File: config.mk
export PLATFORM = sky130hd
export DESIGN_NAME = rx_dest_filter
export DESIGN_NICKNAME = d
export VERILOG_FILES = /design/src/rtl/rxf_pkg.sv /design/src/rtl/rxf_addr_capture.sv /design/src/rtl/rxf_crc_engine.sv /design/src/rtl/rxf_decide.sv /design/src/rtl/rx_dest_filter.sv
export SDC_FILE = /design/constraint.sdc
export NUM_CORES = 1
export LEC_CHECK = 0
export BUFFER_PORTS_ARGS = -buffer_cell sky130_fd_sc_hd__clkbuf_2
export CORE_MARGIN = 1.5
export CORE_UTILIZATION = 48
export DETAILED_ROUTE_END_ITERATION = 10
export GPL_TIMING_DRIVEN = 0
export PLACE_DENSITY_LB_ADDON = 0.3
export SYNTH_ARGS = -nofsm -noshare
export SYNTH_HDL_FRONTEND = slang
export SYNTH_SLANG_ARGS = --single-unit
File: constraint.sdc
create_clock -name clk -period 3.1 [get_ports clk]
set_clock_uncertainty 0.1 [all_clocks]
set_input_delay 0.31 -clock clk [delete_from_list [all_inputs] [get_ports clk]]
set_output_delay 0.31 -clock clk [all_outputs]
set_load 0.03 [all_outputs]
File: src/rtl/rxf_pkg.sv
package rxf_pkg;
    localparam int CTRL_BCAST_REJ_BIT = 3;
    localparam int CTRL_PROMISC_BIT   = 5;
endpackage

File: src/rtl/rxf_addr_capture.sv
module rxf_addr_capture #(
    parameter int ADDR_BYTES = 6,
    localparam int ADDR_W = 8 * ADDR_BYTES,
    localparam int CNT_W  = $clog2(ADDR_BYTES + 1)
) (
    input  logic              clk,
    input  logic              rst_n,
    input  logic              start_i,
    input  logic              valid_i,
    input  logic [7:0]        byte_i,
    output logic              take_o,
    output logic              first_o,
    output logic              eval_o,
    output logic [ADDR_W-1:0] addr_o
);
    localparam logic [CNT_W-1:0] LAST = CNT_W'(ADDR_BYTES);

    typedef struct packed {
        logic [CNT_W-1:0]  cnt;
        logic [ADDR_W-1:0] addr;
        logic              eval;
    } cap_t;

    cap_t st_d, st_q;
    logic take, open;

    always_comb begin
        st_d      = st_q;
        st_d.eval = 1'b0;
        open      = (st_q.cnt != '0) && (st_q.cnt < LAST);
        take      = valid_i && (start_i || open);
        if (take) begin
            st_d.cnt  = start_i ? CNT_W'(1) : st_q.cnt + CNT_W'(1);
            st_d.addr = {st_q.addr[ADDR_W-9:0], byte_i};
            st_d.eval = (st_d.cnt == LAST);
        end
    end

    always_ff @(posedge clk or negedge rst_n) begin
        if (!rst_n) st_q <= '0;
        else        st_q <= st_d;
    end

    assign take_o  = take;
    assign first_o = start_i;
    assign eval_o  = st_q.eval;
    assign addr_o  = st_q.addr;

    AST_CNT_BOUND: assert property (@(posedge clk) disable iff (!rst_n)
        st_q.cnt <= LAST);
    AST_STRAY_IGNORED: assert property (@(posedge clk) disable iff (!rst_n)
        (st_q.cnt == '0 && valid_i && !start_i) |=> (st_q.cnt == '0 && !st_q.eval));
    AST_RESTART: assert property (@(posedge clk) disable iff (!rst_n)
        (valid_i && start_i) |=> (st_q.cnt == CNT_W'(1)));
endmodule

File: src/rtl/rxf_crc_engine.sv
module rxf_crc_engine #(
    parameter int CRC_W = 32,
    parameter logic [CRC_W-1:0] CRC_POLY = 32'h04C1_1DB7
) (
    input  logic             clk,
    input  logic             rst_n,
    input  logic             take_i,
    input  logic             first_i,
    input  logic [7:0]       byte_i,
    output logic [CRC_W-1:0] crc_o
);
    typedef struct packed {
        logic [CRC_W-1:0] crc;
    } crc_st_t;

    crc_st_t st_d, st_q;
    logic [CRC_W-1:0] stage [0:8];

    assign stage[0] = first_i ? {CRC_W{1'b1}} : st_q.crc;

    for (genvar b = 0; b < 8; b++) begin : g_bit
        logic fb;
        assign fb = stage[b][CRC_W-1] ^ byte_i[b];
        assign stage[b+1] = {stage[b][CRC_W-2:0], 1'b0} ^ (fb ? CRC_POLY : '0);
    end

    always_comb begin
        st_d = st_q;
        if (take_i) st_d.crc = stage[8];
    end

    always_ff @(posedge clk or negedge rst_n) begin
        if (!rst_n) st_q <= '{crc: {CRC_W{1'b1}}};
        else        st_q <= st_d;
    end

    assign crc_o = st_q.crc;

    AST_CRC_HOLD: assert property (@(posedge clk) disable iff (!rst_n)
        !take_i |=> $stable(st_q.crc));
endmodule

File: src/rtl/rxf_decide.sv
module rxf_decide #(
    parameter int ADDR_W = 48,
    parameter int IDX_W  = 6,
    localparam int HASH_W = 2 ** IDX_W
) (
    input  logic              clk,
    input  logic              rst_n,
    input  logic              eval_i,
    input  logic [ADDR_W-1:0] addr_i,
    input  logic [IDX_W-1:0]  idx_i,
    input  logic [ADDR_W-1:0] station_i,
    input  logic [HASH_W-1:0] hash_i,
    input  logic              bcast_rej_i,
    input  logic              promisc_i,
    output logic              done_o,
    output logic              accept_o
);
    typedef struct packed {
        logic done;
        logic accept;
    } dec_t;

    dec_t st_d, st_q;
    logic is_bcast, is_group, is_station, hash_hit, verdict;

    always_comb begin
        is_bcast   = &addr_i;
        is_group   = addr_i[ADDR_W-8];
        is_station = (addr_i == station_i);
        hash_hit   = hash_i[idx_i];
        verdict    = promisc_i || is_station ||
                     (is_bcast && !bcast_rej_i) ||
                     (is_group && !is_bcast && hash_hit);
        st_d       = st_q;
        st_d.done  = eval_i;
        if (eval_i) st_d.accept = verdict;
    end

    always_ff @(posedge clk or negedge rst_n) begin
        if (!rst_n) st_q <= '0;
        else        st_q <= st_d;
    end

    assign done_o   = st_q.done;
    assign accept_o = st_q.accept;

    AST_DONE_PULSE: assert property (@(posedge clk) disable iff (!rst_n)
        st_q.done |=> !st_q.done);
    AST_DONE_AFTER_EVAL: assert property (@(posedge clk) disable iff (!rst_n)
        eval_i |=> st_q.done);
    AST_PROMISC: assert property (@(posedge clk) disable iff (!rst_n)
        (eval_i && promisc_i) |=> st_q.accept);
    AST_BCAST_REJ: assert property (@(posedge clk) disable iff (!rst_n)
        (eval_i && (&addr_i) && bcast_rej_i && !promisc_i && addr_i != station_i)
        |=> !st_q.accept);
    AST_VERDICT_HOLD: assert property (@(posedge clk) disable iff (!rst_n)
        !eval_i |=> $stable(st_q.accept));
endmodule

File: src/rtl/rx_dest_filter.sv
module rx_dest_filter #(
    parameter int ADDR_BYTES = 6,
    parameter int CRC_W = 32,
    parameter logic [CRC_W-1:0] CRC_POLY = 32'h04C1_1DB7,
    parameter int IDX_W = 6,
    localparam int ADDR_W = 8 * ADDR_BYTES,
    localparam int HALF_W = 2 ** (IDX_W - 1)
) (
    input  logic              clk,
    input  logic              rst_n,
    input  logic              start_i,
    input  logic              byte_valid_i,
    input  logic [7:0]        byte_i,
    input  logic [31:0]       station_lo_i,
    input  logic [ADDR_W-33:0] station_hi_i,
    input  logic [HALF_W-1:0] hash_lo_i,
    input  logic [HALF_W-1:0] hash_hi_i,
    input  logic [7:0]        ctrl_i,
    output logic              done_o,
    output logic              accept_o
);
    import rxf_pkg::*;

    logic              take, first, eval;
    logic [ADDR_W-1:0] addr;
    logic [CRC_W-1:0]  crc;
    logic              unused_bits;

    assign unused_bits = ^{crc[CRC_W-IDX_W-1:0], ctrl_i[7:6], ctrl_i[4], ctrl_i[2:0]};

    rxf_addr_capture #(.ADDR_BYTES(ADDR_BYTES)) u_cap (
        .clk(clk), .rst_n(rst_n), .start_i(start_i), .valid_i(byte_valid_i),
        .byte_i(byte_i), .take_o(take), .first_o(first), .eval_o(eval), .addr_o(addr)
    );

    rxf_crc_engine #(.CRC_W(CRC_W), .CRC_POLY(CRC_POLY)) u_crc (
        .clk(clk), .rst_n(rst_n), .take_i(take), .first_i(first),
        .byte_i(byte_i), .crc_o(crc)
    );

    rxf_decide #(.ADDR_W(ADDR_W), .IDX_W(IDX_W)) u_dec (
        .clk(clk), .rst_n(rst_n), .eval_i(eval), .addr_i(addr),
        .idx_i(crc[CRC_W-1 -: IDX_W]), .station_i({station_hi_i, station_lo_i}),
        .hash_i({hash_hi_i, hash_lo_i}),
        .bcast_rej_i(ctrl_i[CTRL_BCAST_REJ_BIT]), .promisc_i(ctrl_i[CTRL_PROMISC_BIT]),
        .done_o(done_o), .accept_o(accept_o)
    );
endmodule

==> run summary, run 1 <==
fraction of layout cells with a size suffix above 1 -> 0.410
post-synthesis register bit count -> 86
max cap viols -> 0
Distinct cells, synth -> 38
Top cell by count, worst path -> clkbuf_1
Max H-tree Level -> 3
Worst EP required -> 3.28 ns
cell-internal power -> 4.30 mW
R2R cell count -> 9
Max Slew Vio Count -> 0
crit share post-route -> 0.796
chip height -> 110 um
Fill cells -> 917
DR pass1 iterations -> 4
synth-to-layout area growth -> 21.3%
Sw Share -> 0.385
Clk Latency, worst-skew pair -> 0.35 ns
worst hold path class -> in2reg
Die X -> 110 um
Final Hold Vio Count -> 0
WL/cell -> 18.3 um
commonest non-fill, non-tap cell in the layout -> clkbuf_2
pwr/cell area -> 1060 nW/um2
CP cell instances -> inv_1 -> ha_1 -> mux2i_1 -> o21ai_0 -> clkbuf_1 -> buf_2 -> clkbuf_1 -> nand2_1 -> o21ai_2
CP Class -> reg2reg
worst-path fanout max -> 10
clk buf depth -> 2
Min Clock Period, post-route -> 2.47 ns
sequential power share -> 0.343
Comb pwr share -> 0.491
CTS tree -> yes
fin util -> 0.603
Mapped Area -> 5460 um2
largest net degree at the start of global routing -> 62
clk slew on worst S/H paths -> 0.06 ns
Tightest Pin Transition -> 0.734 ns
drc violations -> 0
leakage -> 2.88 nW
Initial Util -> 0.497
final setup TNS -> 0 ns
Vias -> 4304
status -> finished clean
number of port buffers -> 126
Yosys warnings -> 0
Setup crit end kind -> flip-flop
initial antenna violation count -> 0
GPL Wtd Cong -> 0.913
clock network fraction of total power -> 0.166
max incr delay on CP -> 0.45 ns
fmax -> 405 MHz
num ports -> 134
highest-count cells in the layout ignoring fill and taps -> 125 x clkbuf_2, 66 x xor2_1, 54 x dfrtp_1
clock root buffer -> clkbuf_16
DR vias/cell -> 5.54
total grt overflow -> 0
n_diodes -> 0
CP max-delay cell -> clkbuf_1
Syn Area/Cell -> 11.1 um2
crit path launch -> u_cap.st_q[49]$_DFFE_PN0P_
net count after synthesis -> 627
GRT Resource Usage Total -> 0.249
CP Launch Type -> flip-flop
start of the worst register-to-register path -> u_cap.st_q[49]$_DFFE_PN0P_
initial drt markers -> 270
first-pass GRT wire length -> 22300 um
post-route insts no fill -> 777
CP arrival -> 2.65 ns
RSZ-0062 raised after global routing -> false
core area -> 11000 um2
# setup viols final -> 0
sequential area share after synthesis -> 0.401
flop-to-flop setup slack -> 0.63 ns
row count -> 38
Cells after Synth -> 493
Cells after DPL -> 760
worst vdd ir -> 0.554 mV
RR Endpoint -> u_crc.crc_o[11]$_DFFE_PN1P_
slew margin rel. -> 0.507
antenna viol nets, final -> 0
min-delay src -> ctrl_i[5]
PostCTS Resize Cnt -> 0
final wirelength -> 14200 um
vias in the first global route -> 4403
DIE AREA -> 12000 um2
# clock sinks -> 86
nets -> 766
WHS Endpoint -> u_dec.accept_o$_DFFE_PN0P_
DP HPWL -> 10700 um
Sw Pwr -> 2.69 mW
hold path depth -> 3
TritonCTS Buffers -> 9
Yosys cell counts (all sizes together):
master,number,area share
mux2i,17,0.031
dfstp,32,0.15
nor2,35,0.025
dfrtp,54,0.25
a31oi,1,0.0011
xnor2,56,0.11
nand2,37,0.025
mux4,9,0.037
o32ai,1,0.0016
mux2,51,0.11
xnor3,4,0.016
inv,4,0.0027
nor3,2,0.0018
buf,14,0.016
nor4,16,0.018
nand4,17,0.019
nand3,6,0.0055
a221oi,1,0.0016
o211ai,1,0.0014
nor3b,1,0.0014
ha,2,0.0046
xor2,68,0.11
o21ai,35,0.033
clkbuf,12,0.0082
o2111ai,1,0.0016
nand2b,4,0.0046
nor2b,2,0.0023
a21oi,7,0.0064
a22oi,3,0.0041
worst max path at each step:
stage	to	slack [ns]	cells after the start
floorplan	u_dec.accept_o$_DFFE_PN0P_	0.91	8
global placement	u_dec.done_o$_DFF_PN0_	0.68	1
detailed placement	u_crc.crc_o[11]$_DFFE_PN1P_	0.60	9
CTS	u_crc.crc_o[11]$_DFFE_PN1P_	0.61	9
global route	u_crc.crc_o[5]$_DFFE_PN1P_	0.39	9
finish	u_crc.crc_o[11]$_DFFE_PN1P_	0.63	9
critical path, delay by kind of cell, from the launching register on:
family / cells / cell delay, ns
flops: 1 / 0.38
buf+inv: 4 / 1.27
fa+ha+maj: 1 / 0.16
simple gates: 1 / 0.14
mux: 1 / 0.07
compound gates: 2 / 0.27
per-stage QoR:
| step | power [mW] | cell area (um2) | hold WS [ns] | setup WS [ns] |
|---|---|---|---|---|
| floorplan | 4.97 | 5460 | -0.0856 | 0.907 |
| global placement | 5.67 | 6270 | 0.278 | 0.683 |
| detailed placement | 5.81 | 6300 | 0.186 | 0.605 |
| CTS | 7.02 | 6630 | 0.135 | 0.614 |
| global route | 7.44 | 6630 | 0.169 | 0.393 |
| finish | 6.99 | 6630 | 0.138 | 0.631 |
sequential cells by signal, indices dropped and copies added, names as in the netlist:
register / cells
u_dec.done_o: 1
u_cap.eval_o: 1
u_cap.addr_o: 48
u_dec.accept_o: 1
u_cap.st_q: 3
u_crc.crc_o: 32
cell type report:
class | count | area, um2 | area share
plain buffers | 26 | 130 | 0.0196
clock buffers | 10 | 229 | 0.0346
clock inverters | 6 | 86.3 | 0.0130
inverters | 4 | 15.0 | 0.00227
multi-input cells | 377 | 3130 | 0.472
flip-flops and latches | 86 | 2190 | 0.331
well taps | 140 | 175 | 0.0264
repair buffers | 128 | 671 | 0.101
per-layer routing:
metal	up-vias	global-route usage	wire length [um]
li1	1991	-	-
met1	2148	0.318	6160
met2	142	0.417	6890
met3	23	0.0528	854
met4	0	0.0872	280
met5	-	0	0
power groups by stage:
stage	logic [mW]	registers, mW	clock network (mW)
floorplan	2.77	2.20	0
CTS	3.46	2.38	1.18
global placement	3.31	2.36	0
global route	3.76	2.47	1.22
detailed placement	3.42	2.39	0
finish	3.44	2.40	1.16
kinds of logic after synthesis:
kind of cell,synth area share
xor gates and xnor gates,0.240
and+or+nand+nor,0.104
DFF,0.401
muxes,0.173
AOI/OAI and AO/OA,0.0506
buffers and inverters,0.0266
adders and majority gates,0.00458
timing repair:
item | CTS | global route
hold buffers | 1 | 0
setup buffers | 0 | 0
endpoints found under the hold margin | 11 | 0
(Power assumes the default switching activity.)
==> run 2: changes to the inputs <==
--- a/config.mk
+++ b/config.mk
@@ -5,6 +5,7 @@
 export SDC_FILE = /design/constraint.sdc
 export NUM_CORES = 1
 export LEC_CHECK = 0
+export ABC_AREA = 1
 export BUFFER_PORTS_ARGS = -buffer_cell sky130_fd_sc_hd__clkbuf_2
 export CORE_MARGIN = 1.5
 export CORE_UTILIZATION = 48
==> constraint.sdc (replaced) <==
create_clock -name clk -period 2.6 [get_ports clk]
set_clock_uncertainty 0.1 [all_clocks]
set_input_delay 0.26 -clock clk [delete_from_list [all_inputs] [get_ports clk]]
set_output_delay 0.26 -clock clk [all_outputs]
set_load 0.03 [all_outputs]
==> run summary, run 2 <==
R2R cell count -> 8
GPL Wtd Cong -> 0.896
final wirelength -> 16000 um
chip height -> 114 um
largest cells by area after synthesis -> dfrtp_1 23%, nand2_1 20%, dfstp_2 14%
first-pass GRT wire length -> 26200 um
Fill cells -> 1158
clk slew on worst S/H paths -> 0.07 ns
count leader, synth -> nand2_1
share of the synthesized area in the top cell type -> 0.229
final setup TNS -> 0 ns
initial drt markers -> 344
hold path depth -> 3
Synth async-reset ratio -> 1.00
max cap viols -> 0
Distinct cells, synth -> 33
Multi-input gate area -> 3210 um2
Final Hold Vio Count -> 0
DRT met1 WL -> 7190 um
Syn Area/Cell -> 6.90 um2
GRT Resource Usage Total -> 0.259
row count -> 40
Initial Util -> 0.492
worst hold path class -> in2reg
Setup crit end kind -> flip-flop
total grt overflow -> 0
clock root buffer -> clkbuf_16
n_diodes -> 0
Die X -> 114 um
num ports -> 134
fraction of layout cells with a size suffix above 1 -> 0.211
flop-to-flop setup slack -> 0.32 ns
CP Launch Type -> flip-flop
DP HPWL -> 12200 um
# setup viols final -> 0
status -> finished clean
Max Slew Vio Count -> 0
sequential area share after synthesis -> 0.371
worst vdd ir -> 0.612 mV
commonest cells in the netlist -> 308 x nand2_1, 99 x inv_1, 85 x nand3_1, 55 x o21ai_0, 54 x dfrtp_1
CP Class -> reg2reg
Yosys warnings -> 0
vias in the first global route -> 5333
fin util -> 0.589
Synth area leader -> dfrtp_1
Min Clock Period, post-route -> 2.28 ns
net count after synthesis -> 991
Clk Latency, worst-skew pair -> 0.35 ns
Cells after Synth -> 857
Setup Buffers After CTS -> 0
CTS tree -> yes
FF/Latch Area -> 2190 um2
pwr/cell area -> 1110 nW/um2
nets -> 1131
number of port buffers -> 127
DIE AREA -> 13000 um2
Tightest Pin Transition -> 0.701 ns
commonest non-fill, non-tap cell in the layout -> nand2_1
max reg flops -> 48
leakage -> 3.67 nW
core area -> 12000 um2
Max H-tree Level -> 3
RSZ-0062 raised after global routing -> false
slew margin rel. -> 0.532
EDFF count, synth -> 0
initial antenna violation count -> 0
Post-synth top flop -> dfrtp_1
# clock sinks -> 86
clk buf depth -> 2
largest net degree at the start of global routing -> 50
TritonCTS Buffers -> 9
DR vias/cell -> 5.05
Mapped Area -> 5910 um2
post-synthesis register bit count -> 86
WL/cell -> 13.9 um
crit share post-route -> 0.879
antenna viol nets, final -> 0
DR pass1 iterations -> 6
PostCTS Resize Cnt -> 0
Top Layer Used -> met4
highest-count cells in the layout ignoring fill and taps -> 308 x nand2_1, 126 x clkbuf_2, 99 x inv_1
CP arrival -> 2.47 ns
Met3 Wirelength -> 847 um
Vias -> 5800
worst-path fanout max -> 10
drc violations -> 0
met2 WL -> 7580 um
fmax -> 438 MHz
synth-to-layout area growth -> 19.8%
Worst EP required -> 2.79 ns
[run 2: changes by cell type after synthesis, sizes merged, moves of 17 or more]
cell   change
nand2    +280
inv       +98
nand3     +79
mux2      -51
xor2      -35
o21ai     +25
mux2i     -17
[run 2: where the power goes]
part,internal [mW],switching (mW),total (mW)
logic,1.46,2.36,3.82
registers,2.11,0.526,2.63
clock network,0.806,0.565,1.37
[run 2: routing by layer]
layer | up-vias | GRT usage
li1 | 2911 | -
met1 | 2696 | 0.341
met2 | 162 | 0.428
met3 | 31 | 0.0452
met4 | 0 | 0.0967
met5 | - | 0
[run 2: worst paths after layout]
kind                                       startpoint                            to
min reg2reg                    u_cap.eval_o$_DFF_PN0_        u_dec.done_o$_DFF_PN0_
min in group asynchronous                       rst_n  u_cap.addr_o[37]$_DFFE_PN0P_
max                        u_cap.st_q[50]$_DFFE_PN0P_   u_crc.crc_o[12]$_DFFE_PN1P_
max reg2reg                u_cap.st_q[50]$_DFFE_PN0P_   u_crc.crc_o[12]$_DFFE_PN1P_
min                                         byte_i[2]   u_cap.addr_o[2]$_DFFE_PN0P_
max in group asynchronous                       rst_n   u_crc.crc_o[24]$_DFFE_PN1P_
[run 2: cell type report]
cell class,count,area share
tap,147,0.0260
timing repair buffer,129,0.0944
sequential,86,0.310
multi-input combinational,638,0.453
buffer,31,0.0180
inverter,102,0.0541
clock buffer,11,0.0357
clock inverter,5,0.00902
[run 2: per-stage QoR]
stage / total power, mW / worst slack [ns] / std cells / instance area [um2] / hold WS (ns)
finish: 7.83 / 0.315 / 1149 / 7080 / 0.106
global route: 8.51 / 0.107 / 1149 / 7080 / 0.144
CTS: 7.83 / 0.336 / 1149 / 7080 / 0.109
detailed placement: 6.43 / 0.356 / 1132 / 6750 / 0.265
global placement: 6.33 / 0.236 / 1131 / 6730 / 0.291
floorplan: 5.40 / 0.723 / 857 / 5910 / -0.136
[run 2: what timing repair did]
| item | CTS | global route |
|---|---|---|
| hold buffers | 1 | 0 |
| setup endpoints to repair | 0 | 0 |
| endpoints found under the hold margin | 31 | 0 |
[run 2: critical path, stage by stage, from the launching register on]
cell      delay, ns
dfrtp_1        0.39
inv_1          0.08
ha_1           0.18
o211ai_1       0.25
nand2_1        0.17
inv_2          0.23
buf_1          0.50
nand3_1        0.23
nand2_1        0.11
[run 2: logic make-up (layout without fill, tap and decap cells)]
group                    after synthesis  after routing  synth area share
AND/OR/NAND/NOR                      480            480             0.339
XOR/XNOR                              89             89             0.141
buffers and inverters                133            278            0.0864
adder cells (fa/ha/maj)                2              2           0.00423
AO/OA/AOI/OAI                         67             67            0.0591
flip-flops                            86             86             0.371
